==> config.mk <==
export PLATFORM = sky130hd
export DESIGN_NAME = dualWatchdog
export DESIGN_NICKNAME = d
export VERILOG_FILES = /design/src/rtl/dualWatchdogPkg.sv /design/src/rtl/dualWatchdogDp.sv /design/src/rtl/dualWatchdogCtrl.sv /design/src/rtl/dualWatchdog.sv
export SDC_FILE = /design/constraint.sdc
export NUM_CORES = 1
export LEC_CHECK = 0
export ABC_AREA = 1
export CORE_ASPECT_RATIO = 0.9
export CORE_UTILIZATION = 30
export CTS_BUF_LIST = sky130_fd_sc_hd__clkbuf_8 sky130_fd_sc_hd__clkbuf_16
export CTS_CLUSTER_DIAMETER = 200
export CTS_CLUSTER_SIZE = 14
export DETAILED_ROUTE_END_ITERATION = 7
export HOLD_SLACK_MARGIN = 0.06
export SLEW_MARGIN = 20
export SYNTH_ARGS = -nofsm -noshare
export SYNTH_HDL_FRONTEND = slang
export SYNTH_SLANG_ARGS = --single-unit
==> constraint.sdc <==
create_clock -name clk -period 4.7 [get_ports clk]
set_input_delay 0.47 -clock clk [delete_from_list [all_inputs] [get_ports clk]]
set_output_delay 0.47 -clock clk [all_outputs]
set_load 0.01 [all_outputs]
==> src/rtl/dualWatchdogPkg.sv <==
package dualWatchdogPkg;

  // strobes from control to datapath
  typedef struct packed {
    logic       cntLoad;
    logic       countEn;
    logic [2:0] clkSel;
  } dpCtrlT;

  // prescaler bit whose rising edge paces each clock-select code (code 0 ticks every cycle)
  function automatic int tapBit(input int sel);
    case (sel)
      1: return 5;
      2: return 6;
      3: return 7;
      4: return 8;
      5: return 9;
      6: return 11;
      7: return 13;
      default: return 0;
    endcase
  endfunction

endpackage

==> src/rtl/dualWatchdogDp.sv <==
module dualWatchdogDp
  import dualWatchdogPkg::*;
#(
  parameter int CNT_W = 8,
  parameter int PRE_W = 14,
  parameter int SEL_W = 3
) (
  input  logic             clk,
  input  logic             rstN,
  input  dpCtrlT           ctl,
  input  logic [CNT_W-1:0] wrData,
  output logic [CNT_W-1:0] cnt,
  output logic             cntIsMax,
  output logic             ovfEvent
);

  localparam int NUM_SEL = 1 << SEL_W;

  logic [PRE_W-1:0] preCnt;
  logic [NUM_SEL-1:0] tapHit;
  logic tick;
  logic atMaxQ;

  // free-running prescaler, untouched by the enable bit
  always_ff @(posedge clk or negedge rstN) begin
    if (!rstN) preCnt <= '0;
    else       preCnt <= preCnt + PRE_W'(1);
  end

  // tick fires on the cycle before the selected tap bit rises
  for (genvar g = 0; g < NUM_SEL; g++) begin : gTap
    if (g == 0) begin : gDirect
      assign tapHit[g] = 1'b1;
    end else begin : gDivided
      localparam int TB = tapBit(g);
      localparam logic [PRE_W-1:0] EDGE_PT = PRE_W'((1 << TB) - 1);
      assign tapHit[g] = (preCnt[TB:0] == EDGE_PT[TB:0]);
    end
  end

  assign tick = tapHit[ctl.clkSel];

  // a write beats a simultaneous increment
  always_ff @(posedge clk or negedge rstN) begin
    if (!rstN)                     cnt <= '0;
    else if (ctl.cntLoad)          cnt <= wrData;
    else if (ctl.countEn && tick)  cnt <= cnt + CNT_W'(1);
  end

  assign cntIsMax = (cnt == {CNT_W{1'b1}});

  always_ff @(posedge clk or negedge rstN) begin
    if (!rstN) atMaxQ <= 1'b0;
    else       atMaxQ <= cntIsMax;
  end

  // overflow is the first cycle the counter shows all ones
  assign ovfEvent = cntIsMax && !atMaxQ;

  AST_CNT_LOAD: assert property (@(posedge clk) disable iff (!rstN)
    ctl.cntLoad |=> cnt == $past(wrData));
  AST_CNT_HOLD: assert property (@(posedge clk) disable iff (!rstN)
    (!ctl.cntLoad && !ctl.countEn) |=> cnt == $past(cnt));
  AST_CNT_STEP: assert property (@(posedge clk) disable iff (!rstN)
    !ctl.cntLoad |=> (cnt == $past(cnt) || cnt == CNT_W'($past(cnt) + CNT_W'(1))));
  AST_OVF_ONCE: assert property (@(posedge clk) disable iff (!rstN)
    ovfEvent |=> !ovfEvent);

endmodule

==> src/rtl/dualWatchdogCtrl.sv <==
module dualWatchdogCtrl
  import dualWatchdogPkg::*;
#(
  parameter int SEL_W     = 3,
  parameter int CSR_W     = SEL_W + 3,
  parameter int PULSE_LEN = 128
) (
  input  logic             clk,
  input  logic             rstN,
  input  logic             cntWrEn,
  input  logic             csrWrEn,
  input  logic [CSR_W-1:0] csrWrData,
  input  logic             cntIsMax,
  input  logic             ovfEvent,
  output dpCtrlT           ctl,
  output logic [CSR_W-1:0] csrValue,
  output logic             intervalIrq,
  output logic             ovfOut,
  output logic             rstReq
);

  localparam int RUN_BIT  = SEL_W;
  localparam int MODE_BIT = SEL_W + 1;
  localparam int FLAG_BIT = SEL_W + 2;
  localparam int PL_W     = $clog2(PULSE_LEN + 1);

  logic             runQ;
  logic             modeQ;   // 1 = watchdog
  logic             flagQ;
  logic [SEL_W-1:0] selQ;
  logic [PL_W-1:0]  pulseLeft;
  logic             rstReqQ;
  logic             wdogHit;
  logic             intvHit;

  assign wdogHit = ovfEvent && modeQ;
  assign intvHit = ovfEvent && !modeQ;

  always_ff @(posedge clk or negedge rstN) begin
    if (!rstN) begin
      runQ  <= 1'b0;
      modeQ <= 1'b0;
      selQ  <= '0;
    end else if (csrWrEn) begin
      runQ  <= csrWrData[RUN_BIT];
      modeQ <= csrWrData[MODE_BIT];
      selQ  <= csrWrData[SEL_W-1:0];
    end
  end

  // set beats clear; a clear is refused while the counter shows all ones
  always_ff @(posedge clk or negedge rstN) begin
    if (!rstN)                                          flagQ <= 1'b0;
    else if (intvHit)                                   flagQ <= 1'b1;
    else if (csrWrEn && !csrWrData[FLAG_BIT] && !cntIsMax) flagQ <= 1'b0;
  end

  always_ff @(posedge clk or negedge rstN) begin
    if (!rstN)                 pulseLeft <= '0;
    else if (wdogHit)          pulseLeft <= PL_W'(PULSE_LEN);
    else if (pulseLeft != '0)  pulseLeft <= pulseLeft - PL_W'(1);
  end

  always_ff @(posedge clk or negedge rstN) begin
    if (!rstN) rstReqQ <= 1'b0;
    else       rstReqQ <= wdogHit;
  end

  assign ctl.cntLoad = cntWrEn;
  assign ctl.countEn = runQ;
  assign ctl.clkSel  = selQ;

  assign csrValue    = {flagQ, modeQ, runQ, selQ};
  assign intervalIrq = flagQ && !modeQ;
  assign ovfOut      = (pulseLeft != '0);
  assign rstReq      = rstReqQ;

  AST_FLAG_HELD_AT_MAX: assert property (@(posedge clk) disable iff (!rstN)
    (flagQ && cntIsMax) |=> flagQ);
  AST_INTERVAL_FLAG: assert property (@(posedge clk) disable iff (!rstN)
    intvHit |=> flagQ);
  AST_WDOG_PULSE: assert property (@(posedge clk) disable iff (!rstN)
    wdogHit |=> (ovfOut && rstReq));
  AST_RST_SINGLE: assert property (@(posedge clk) disable iff (!rstN)
    rstReq |=> !rstReq);

endmodule

==> src/rtl/dualWatchdog.sv <==
module dualWatchdog
  import dualWatchdogPkg::*;
#(
  parameter int CNT_W     = 8,
  parameter int PRE_W     = 14,
  parameter int SEL_W     = 3,
  parameter int PULSE_LEN = 128,
  localparam int CSR_W    = SEL_W + 3
) (
  input  logic             clk,
  input  logic             rstN,
  input  logic             cntWrEn,
  input  logic [CNT_W-1:0] cntWrData,
  input  logic             csrWrEn,
  input  logic [CSR_W-1:0] csrWrData,
  output logic [CNT_W-1:0] cntValue,
  output logic [CSR_W-1:0] csrValue,
  output logic             intervalIrq,
  output logic             ovfOut,
  output logic             rstReq
);

  dpCtrlT dpCtl;
  logic   cntIsMax;
  logic   ovfEvent;

  dualWatchdogCtrl #(
    .SEL_W    (SEL_W),
    .CSR_W    (CSR_W),
    .PULSE_LEN(PULSE_LEN)
  ) uCtrl (
    .clk        (clk),
    .rstN       (rstN),
    .cntWrEn    (cntWrEn),
    .csrWrEn    (csrWrEn),
    .csrWrData  (csrWrData),
    .cntIsMax   (cntIsMax),
    .ovfEvent   (ovfEvent),
    .ctl        (dpCtl),
    .csrValue   (csrValue),
    .intervalIrq(intervalIrq),
    .ovfOut     (ovfOut),
    .rstReq     (rstReq)
  );

  dualWatchdogDp #(
    .CNT_W(CNT_W),
    .PRE_W(PRE_W),
    .SEL_W(SEL_W)
  ) uDp (
    .clk     (clk),
    .rstN    (rstN),
    .ctl     (dpCtl),
    .wrData  (cntWrData),
    .cnt     (cntValue),
    .cntIsMax(cntIsMax),
    .ovfEvent(ovfEvent)
  );

endmodule

# Word level (Yosys, flattened, before mapping)
# Cells that the tools add are included.
# W data, S select, Z words.
[totals] wordCells=44 ff_bits=38 output_inout_bits=17 input_bits=18
[classes] n_lt_le_gt_ge=1 n_eq_ne=8 addsub=3 n_mux=8 n_reduce_logical=15
[op_table] cell="$mux W8" count=4
[op_table] cell="$add A14 B1 Y14 const B" count=1
[op_table] cell="$eq A14 B13 Y1 const B" count=1
[op_table] cell="$eq A12 B11 Y1 const B" count=1
[op_table] cell="$eq A10 B9 Y1 const B" count=1
[op_table] cell="$eq A9 B8 Y1 const B" count=1
[op_table] cell="$add A8 B1 Y8 const B" count=1
[op_table] cell="$eq A8 B7 Y1 const B" count=1
[op_table] cell="$eq A8 B8 Y1 const B" count=1
[op_table] cell="$reduce_bool A8 Y1" count=1
[op_table] cell="$sub A8 B1 Y8 const B" count=1
[op_table] cell="$eq A7 B6 Y1 const B" count=1
[op_table] cell="$logic_and A1 B1 Y1" count=7
[op_table] cell="$eq A6 B5 Y1 const B" count=1
[op_table] cell="$reduce_bool A2 Y1" count=3
[op_table] cell="$logic_not A1 Y1" count=4
[op_table] cell="$lt A3 B4 Y1 const B" count=1
[op_table] cell="$bmux W1 S3" count=1
[op_table] cell="$mux W1" count=3

# Logic depth before layout (Yosys ltp)
# Gate-level depths: netlist of run 1.
[depth] depth_word=6 mapped_depth=14

# By module
# Synthesis of run 1 repeated with hierarchy kept, for this count alone.
[unflattened] cells_unflattened=276 area_unflattened_um2=2170.8
[by_module_without_submodules] module="dualWatchdogDp" instances=1 seq_area_each_um2=575.6 area_each_um2=1331.3 cells_each=171
[by_module_without_submodules] module="dualWatchdogCtrl" instances=1 seq_area_each_um2=375.4 area_each_um2=839.6 cells_each=105

# Least setup slack after synthesis of run 1
# OpenSTA, ideal clock, no wires.
[synth_timing] kind="reg2reg" startpoint="register uDp.preCnt[0]" endpoint="register uDp.cnt[0]" slack_ns=3.005 required_ns=4.582 setup_ns=0.118 path_stages_with_launch=15 arrival_ns=1.577 path_cell_list="dfrtp_1 > ha_1 > nand3_2 > inv_1 > nand2_1 > inv_2 > ha_1 > nor2_1 > nor2_1 > nand2_1 > nand3_2 > nand2_4 > nand2_4 > nand2_1 > nand2_1"
[synth_via] elab_chain_cells=5
[synth_rtl] item="from (decl)" line="dualWatchdogDp.sv:19" rtl="logic [PRE_W-1:0] preCnt;"
[synth_rtl] item="from (signal assigned)" line="dualWatchdogDp.sv:27" rtl="else preCnt <= preCnt + PRE_W'(1);"
[synth_rtl] item="$eq A14 B13 Y1 (tied with other cells)" line="dualWatchdogDp.sv:37" rtl="assign tapHit[g] = (preCnt[TB:0] == EDGE_PT[TB:0]);"
[synth_rtl] item="$bmux W1 S3 *" line="dualWatchdogDp.sv:41" rtl="assign tick = tapHit[ctl.clkSel];"
[synth_rtl] item="$mux W1 (implied by the code) *" line="dualWatchdogDp.sv:41"
[synth_rtl] item="$logic_and A1 B1 Y1 *" line="dualWatchdogDp.sv:47" rtl="else if (ctl.countEn && tick) cnt <= cnt + CNT_W'(1);"
[synth_rtl] item="$reduce_bool A2 Y1 (no source line) *"
[synth_rtl] item="to (signal assigned)" line="dualWatchdogDp.sv:46" rtl="else if (ctl.cntLoad) cnt <= wrData;"
[synth_rtl] item="to (signal assigned)" line="dualWatchdogDp.sv:47"
[synth_rtl] item="to (decl)" line="dualWatchdogDp.sv:12" rtl="output logic [CNT_W-1:0] cnt,"
# Mark *: on every way between the ends. The rest lies on a longest branch, timed or not. The select of a mux whose other input is x is not followed.
# A chain may end at the register's enable or synchronous reset.

# Worst setup path after layout of run 1
[layout_timing] startpoint="register uCtrl.pulseLeft[0]" endpoint="output ovfOut"
[layout_via] elab_chain_cells=1
[layout_rtl] item="from (decl)" line="dualWatchdogCtrl.sv:31" rtl="logic [PL_W-1:0] pulseLeft;"
[layout_rtl] item="from (signal assigned)" line="dualWatchdogCtrl.sv:60" rtl="else if (wdogHit) pulseLeft <= PL_W'(PULSE_LEN);"
[layout_rtl] item="from (signal assigned)" line="dualWatchdogCtrl.sv:61" rtl="else if (pulseLeft != '0) pulseLeft <= pulseLeft - PL_W'(1);"
[layout_rtl] item="$reduce_bool A8 Y1" line="dualWatchdogCtrl.sv:75" rtl="assign ovfOut = (pulseLeft != '0);"
[layout_rtl] item="to (decl)" line="dualWatchdog.sv:19" rtl="output logic ovfOut,"
# No other way between the ends.

==> results of run 1 <==
[placed cells by master (no fill, tap or decap)]
cell                              synthesis  layout
sky130_fd_sc_hd__clkdlybuf4s50_1          0      33
sky130_fd_sc_hd__inv_2                    2       2
sky130_fd_sc_hd__nor3_2                   4       4
sky130_fd_sc_hd__inv_1                   34      34
sky130_fd_sc_hd__nand3_1                 28      28
sky130_fd_sc_hd__nand2_4                  2       2
sky130_fd_sc_hd__clkbuf_8                 0       5
sky130_fd_sc_hd__nand2_1                 61      61
sky130_fd_sc_hd__ha_1                     5       5
sky130_fd_sc_hd__nand3_2                  2       2
sky130_fd_sc_hd__xor2_1                  12      12
sky130_fd_sc_hd__nor3_1                   2       2
sky130_fd_sc_hd__clkinv_4                 0       1
sky130_fd_sc_hd__clkinv_1                 1       1
sky130_fd_sc_hd__dfrtp_1                 38      38
sky130_fd_sc_hd__nor2_1                  25      25
sky130_fd_sc_hd__a21oi_1                  3       3
sky130_fd_sc_hd__bufinv_16                0       2
sky130_fd_sc_hd__nand2_2                  1       1
sky130_fd_sc_hd__o21ai_0                 16      16
sky130_fd_sc_hd__xnor2_1                  5       5
sky130_fd_sc_hd__buf_2                    0       1
sky130_fd_sc_hd__nand4_1                  2       2
[sequential cells by signal, summed over array words and instances, names as in the netlist, 3 cells and up]
signal,count
uDp.preCnt,14
uCtrl.pulseLeft,8
uCtrl.selQ,3
uDp.cnt,8
[path summary, 6_finish.rpt]
kind	from	to	slack (ns)	cells after the start
max	uCtrl.pulseLeft[0]	ovfOut	2.35	6
min	rstN	uDp.preCnt[6]	0.28	1
max reg2reg	uDp.preCnt[0]	uDp.cnt[2]	2.81	14
min reg2reg	uDp.preCnt[0]	uDp.preCnt[0]	0.46	1
max in group asynchronous	rstN	uDp.preCnt[12]	3.89	1
min in group clk	uDp.preCnt[0]	uDp.preCnt[0]	0.46	1
[per-layer routing]
metal  track usage  share of wire  vias to the layer above
li1              -              -                      841
met1         0.171           0.50                      739
met2         0.195           0.45                       28
met3        0.0300          0.033                        5
met4        0.0484          0.013                        0
met5             0              0                        -
[final cells by class]
cell class	count	area, µm²	share of cell area
Sequential cell	38	951	0.373
Inverter	37	139	0.0544
Clock buffer	5	68.8	0.0270
Tap cell	87	109	0.0426
Multi-Input combinational cell	168	881	0.345
Timing Repair Buffer	34	335	0.131
Clock inverter	3	68.8	0.0270
[cell families (layout without fill, tap and decap cells)]
kind of cell,Yosys count,after routing
flops,38,38
compound gates,19,19
xor+xnor,17,17
buf+inv,42,79
simple gates,127,127
fa+ha+maj,5,5
[synthesized netlist by cell type]
cell type,count
sky130_fd_sc_hd__nor3_1,2
sky130_fd_sc_hd__a21oi_1,3
sky130_fd_sc_hd__nand4_1,2
sky130_fd_sc_hd__o21ai_0,16
sky130_fd_sc_hd__nand2_4,2
sky130_fd_sc_hd__ha_1,5
sky130_fd_sc_hd__nand2_2,1
sky130_fd_sc_hd__inv_1,34
sky130_fd_sc_hd__xnor2_1,5
sky130_fd_sc_hd__xor2_1,12
sky130_fd_sc_hd__clkbuf_1,1
sky130_fd_sc_hd__nor2_1,25
sky130_fd_sc_hd__buf_4,4
sky130_fd_sc_hd__nand3_2,2
sky130_fd_sc_hd__inv_2,2
sky130_fd_sc_hd__clkinv_1,1
sky130_fd_sc_hd__nand3_1,28
sky130_fd_sc_hd__nand2_1,61
sky130_fd_sc_hd__nor3_2,4
sky130_fd_sc_hd__dfrtp_1,38
[through the flow]
stage,total power [W],cell area (µm²)
finish,0.00102,2550
global route,0.00109,2550
CTS,0.00103,2550
detailed placement,0.000692,2410
global placement,0.000686,2410
floorplan,0.000593,2000
[power breakdown]
part / switching (W) / leakage, nW / internal (W) / total, W
Sequential: 0.0000472 / 0.478 / 0.000379 / 0.000426
Combinational: 0.000143 / 0.695 / 0.000114 / 0.000257
Clock: 0.000121 / 0.0683 / 0.000213 / 0.000333
==> results, run 1 <==
- The all-layer global routing usage is 0.127.
- The share of the clock period used by the worst path after layout is 0.500.
- The number of nets in the finished design is 307.
- After synthesis, the cell types taking the most area are sky130_fd_sc_hd__dfrtp_1 (47%), sky130_fd_sc_hd__nand2_1 (11%), sky130_fd_sc_hd__nand3_1 (7.0%), sky130_fd_sc_hd__inv_1 (6.4%), sky130_fd_sc_hd__xor2_1 (5.2%).
- The max-slew violation total from the final report is 0.
- The first global-routing pass estimated 6860 µm of wire.
- Of the total synthesized cell area, the portion taken by XOR and XNOR cells is 0.0743.
- In this run the vertical extent of the chip is 79.5 µm.
- The flow ran to the end, and the final reports show no timing, DRC or antenna violations.
- The area growth from synthesis to layout is 27.3%.
- The initial utilization of the core area, before any placement, comes to 0.319.
- Among cell families on the critical path, the largest total delay comes from buffers and inverters.
- The adder and majority gate portion of the synthesized area is 0.0312.
- The complex-gate fraction of the synthesized area is 0.0474.
- After clock tree synthesis, the clock-pin slew on the worst setup and hold paths is 0.08 ns.
- The number of buffers inserted for hold repair after clock tree synthesis is 0.
- Summed over all nets, the half-perimeter wirelength after detailed placement is 2960 µm.
- The number of setup buffers added after CTS is 0.
- The final total negative setup slack is 0 ns.
- Synthesis inferred 38 register bits.
- The largest family of logic cells by synthesized area is simple AND/OR/NAND/NOR gates.
- For this run, the slowest stage of the critical path takes 0.49 ns.
- The region available for standard cell placement spans 6280 µm².
- The sink count of the clock tree is 38.
- The standby leakage power is 1.24 nW.
- The mapped cell area is 2000 µm².
- The horizontal die dimension is 88.2 µm.
- The post-detailed-route count of antenna-violating nets is 0.
- The fmax is 425 MHz.
- The worst setup path is launched from a register.
- The remaining global-route overflow is 0.
- The iteration-0 DRC count of the detailed router is 60.
- The tool flagged a number of max-cap violations equal to 0.
- The die covers 7010 µm².
- The dominant cell type by area after synthesis is sky130_fd_sc_hd__dfrtp_1.
- The number of core rows is 27.
- The number of instances in the synthesized netlist is 248.
- Of the post-synthesis cell area, the dominant cell type holds 0.474.
- The portion of netlist area occupied by mux cells is 0.
- In this run the mean area of a mapped cell was 8.08 µm².
- The via count of the first global-routing pass came to 1520.
- The later pin in the worst-skew pair is clocked with a latency of 0.29 ns.
- The number of clock buffers added by TritonCTS is 5.
- For this design the ratio of total power to cell area is 398 nW/µm².
- The number of antenna violations at the first check in global routing is 0.
- The quantity of gates resized following cts is 0.
- The clock skew is 0.00412 ns.
- The count of distinct cell types in the synthesized netlist is 20.
- Detailed routing inserted a total of 1613 vias.
- The congestion estimate from routability-driven global placement came to 0.811.
- The critical path data arrival time is 1.88 ns.
- Once placement completed, the tool counted placed cells totaling 364.
- Summed over all layers, the routed wires come to 3990 µm.
- The post-placement worst setup slack is 2.64 ns.
- The number of antenna diodes is 0.
- The maximum clock path buffer count is 2.
- In this run the tool buffered the top-level ports with 34 buffer cells.
- The worst IR drop on VDD is 0.123 mV.
- The critical path contains buffers and inverters numbering 3 combined.
- The root buffer cell chosen for the clock tree is sky130_fd_sc_hd__clkbuf_8.
- The layout cell share with drive strength beyond 1 is 0.0702.
- The final design utilization is 0.406.
- The worst pin sits at a relative slew slack of 0.436.
- After detailed routing, the number of remaining DRC violations is 0.
- The path class of the lowest-slack min-delay path is input pin to async pin.
- The post-route worst hold slack is 0.284 ns.
- Dividing the detail-routed wire length by the instance count gives 10.7 µm.
- The maximum number of pins on one net before global-route repair is 39.
- Setup slack on the critical path of the routed design comes to 2.35 ns.
- The number of nets produced by synthesis is 271.
- Dividing the detail-routed via count by the number of cells gives 4.34.
- Setup repair after global routing left no endpoint under its margin.
- The clock tree from TritonCTS is built.
- The number of standard cells in the final layout excluding fillers is 372.
- The Yosys step of the flow raised 0 warnings.
- The H-tree level count is 2.
- The cell with the biggest individual delay on the critical path is sky130_fd_sc_hd__clkdlybuf4s50_1.
- The worst setup path is of the register to output port kind.
- The shortest period the worst path allows is 2.35 ns.
- The total of endpoints with negative setup slack in the final report is 0.
- The type of element capturing the critical path is an output port.
- The number of iterations in the first detailed-routing pass is 4.
- The number of top-level pins is 35.
- The critical path goes through inv_1 -> ha_1 -> nand3_1 -> nor3_2 -> inv_2 -> clkdlybuf4s50_1.
- The sequential area share after synthesis is 0.474.
- The filler cell count is 658.
- Of the total synthesized cell area, the portion taken by AND, OR, NAND and NOR gates is 0.287.
- The actual transition at the worst max-transition pin is 0.846 ns.
- The number of hold violations in the final report is 0.
- For the worst setup path, the data required time is 4.23 ns.
- The largest fanout on the critical path is 5.
Note: power is estimated with default switching activity, not from simulation.
==> inputs of run 2 (changes only) <==
==> constraint.sdc (replaced) <==
create_clock -name clk -period 2.1 [get_ports clk]
set_input_delay 0.21 -clock clk [delete_from_list [all_inputs] [get_ports clk]]
set_output_delay 0.21 -clock clk [all_outputs]
set_load 0.01 [all_outputs]
==> results, run 2 (synthesis gave the netlist of run 1 again) <==
- The initial core utilization came to 0.319 (unchanged).
- The depth of the worst register-to-register path is 14 (unchanged).
- The number of iterations in the first detailed-routing pass was 4 (unchanged).
- The signal on the critical path passes through ha_1 -> nand3_2 -> inv_1 -> nand2_1 -> inv_2 -> ha_1 -> nor2_1 -> nor2_1 -> nand2_1 -> nand3_2 -> nand2_4 -> nand2_4 -> nand2_1 -> nand2_1.
- The least setup slack across all paths after layout is 0.251 ns (-2.10 ns).
- The post-placement worst setup slack is 0.239 ns (-2.40 ns).
- The number of instances in the placed design came to 365 (+0.27%).
- The filler cell count came to 694 (+5.5%).
- The share of the clock period used by the worst path after layout is 0.881.
- The clock transition at the register clock pins on the worst setup and hold paths after CTS is 0.07 ns (about the same).
- The logic depth of the worst path, buffers included came to 14 (+8).
- The maximum number of pins on one net before global-route repair is 39 (unchanged).
- The number of vias per cell is 4.44 (+2.3%).
- The full die area is 7010 µm² (unchanged).
- The path class of the lowest-slack min-delay path is register to register.
- The core footprint is 6280 µm² (unchanged).
- The required time of the critical path is 2.28 ns (-1.95 ns).
- The placer's final routability congestion estimate came to 0.762 (-6.1%).
- The layout cell share with drive strength beyond 1 is 0.0732 (+0.00300).
- The sink count of the clock tree came to 38 (unchanged).
- The area of all sequential standard cells came to 951 µm² (unchanged).
- The flip-flop count of the largest register, all copies and words added is 14 (unchanged).
- The startpoint identified for the worst register-to-register timing path is uDp.preCnt[0].
- The capture point of the worst path is uDp.cnt[3].
- The cell with the most instances on the worst path is sky130_fd_sc_hd__nand2_1.
- The number of standard cells in the final layout excluding fillers was 374 (+0.54%).
- The clock skew is 0.00376 ns (-0.000361 ns).
- The longest individual stage delay on the worst path is 0.39 ns (-0.10 ns).
- The number of buffers added on ports came to 34 (unchanged).
- The maximum clock path buffer count is 2 (unchanged).
- The iteration-0 DRC count of the detailed router was 63 (+5.0%).
- STA classifies the critical path endpoint as a register.
- The largest fanout on the critical path is 9 (+4).
- The number of hold violations in the final report is 0 (unchanged).
- The wire length of the first global-routing pass is 7130 µm (+4.0%).
- The number of antenna diodes is 0 (unchanged).
- The number of nets in the finished design was 310 (+0.98%).
- The kind of cell with the highest combined delay on the critical path is simple AND/OR/NAND/NOR gates.
- The area used by multi-input combinational logic came to 887 µm² (+0.71%).
- The most common cell after layout, fill and taps aside is sky130_fd_sc_hd__nand2_1.
- The post-detailed-route DRC marker count is 0 (unchanged).
- The number of top-level pins is 35 (unchanged).
- The normalized max-slew margin is 0.440 (+0.00453).
- Compared with the post-synthesis result, the final layout area differs by 27.8%.
- The y dimension of the die is 79.5 µm (unchanged).
- The aggregate routed wire length was 4100 µm (+2.6%).
- The largest registers in the layout are uDp.preCnt: 14 flops, uCtrl.pulseLeft: 8 flops, uDp.cnt: 8 flops.
- The number of antenna violations at the first check in global routing is 0 (unchanged).
- The top cell types in the final layout, fill and taps aside, are sky130_fd_sc_hd__nand2_1 (61), sky130_fd_sc_hd__dfrtp_1 (38), sky130_fd_sc_hd__inv_1 (34).
- The remaining global-route overflow came to 0 (unchanged).
- The clock tree from TritonCTS is built.
- The fmax is 541 MHz.
- The H-tree level count is 2 (unchanged).
- The total of endpoints with negative setup slack in the final report came to 0 (unchanged).
- The final HPWL from detailed placement was 3060 µm (+3.3%).
- The critical path data arrival time was 2.03 ns (+0.15 ns).
- The slowest stage of the critical path is the sky130_fd_sc_hd__dfrtp_1 cell.
- The shortest period the worst path allows is 1.85 ns.
- Setup repair after global routing left no endpoint under its margin.
- The actual transition at the worst max-transition pin came to 0.840 ns (-0.00679 ns).
- The via count is 1659 (+2.9%).
- The worst hold path begins at uDp.preCnt[0].
- The via count of the first global-routing pass is 1598 (+5.1%).
- The final design utilization came to 0.408 (+0.00139).
- The horizontal die dimension is 88.2 µm (unchanged).
- The flow ran to the end, and the final reports show no timing, DRC or antenna violations.
- The max-slew violation total from the final report is 0 (unchanged).
- The endpoint of the worst register-to-register path is uDp.cnt[3].
- In this run the worst setup path begins at uDp.preCnt[0].
- By startpoint and endpoint, the worst setup path is classified as register to register.
- The all-layer global routing usage is 0.132 (+0.00558).
- The power density relative to cell area is 845 nW/µm² (+110%).
- The post-detailed-route count of antenna-violating nets was 0 (unchanged).
- The number of buffers and inverters on the critical path was 2 (-1).
- The total of max-cap violations was 0 (unchanged).
- The number of clock buffers inserted by TritonCTS is 5 (unchanged).
- The standby leakage power was 1.25 nW (+0.91%).
- The worst IR drop on VDD came to 0.228 mV (+86%).
- The number of core rows is 27 (unchanged).
- The clock latency on the worst-skew pair is 0.28 ns (about the same).
- The final total negative setup slack is 0 ns (unchanged).
- The cell sitting at the root of the clock tree is a sky130_fd_sc_hd__clkbuf_8.
- The category of the worst setup path launch point is a register.
- The minimum setup slack among reg-to-reg paths is 0.25 ns (-2.56 ns).
- The routed length per instance is 11.0 µm (+2.1%).
- The total power is 0.00216 W (+110%).
- Ranked by flip-flop count, first place goes to uDp.preCnt.
-- run 2: where the power goes --
| part | switching, W | internal [W] |
|---|---|---|
| Combinational | 0.000325 | 0.000258 |
| Clock | 0.000241 | 0.000380 |
| Sequential | 0.000111 | 0.000848 |
-- run 2: repair_timing --
item,CTS,global route
endpoints found under the hold margin,29,0
pin swaps,0,1
hold buffers,1,0
buffers inserted,0,1
cloned,0,0
setup endpoints to repair,1,1
gates resized for setup,1,1
-- run 2: metal layers --
layer  global-route usage  vias to the layer above  part of all wire
met5                    0                        -                 0
met4               0.0581                        0             0.020
met3               0.0300                       11             0.042
met2                0.205                       38              0.45
met1                0.176                      759              0.49
li1                     -                      851                 -
-- run 2: layout make-up --
type	instances	area share
Sequential cell	38	0.371
Clock buffer	6	0.0322
Clock inverter	1	0.0117
Multi-Input combinational cell	168	0.346
Inverter	37	0.0542
Timing Repair Buffer	37	0.142
Tap cell	87	0.0425
-- run 2: worst min path at each step --
stage	endpoint	cells past startpoint
global placement	uCtrl.rstReq	1
finish	uDp.preCnt[0]	1
CTS	uDp.preCnt[0]	1
global route	uCtrl.runQ	3
detailed placement	uDp.preCnt[11]	1
floorplan	uCtrl.flagQ	0
-- run 2: metrics by stage --
| step | hold WS (ns) | area [µm²] |
|---|---|---|
| 3_5_place_dp | 0.371 | 2420 |
| 2_1_floorplan | -0.0856 | 2000 |
| 4_1_cts | 0.453 | 2550 |
| 3_3_place_gp | 0.378 | 2420 |
| 6_report | 0.448 | 2560 |
| 5_1_grt | 0.469 | 2560 |
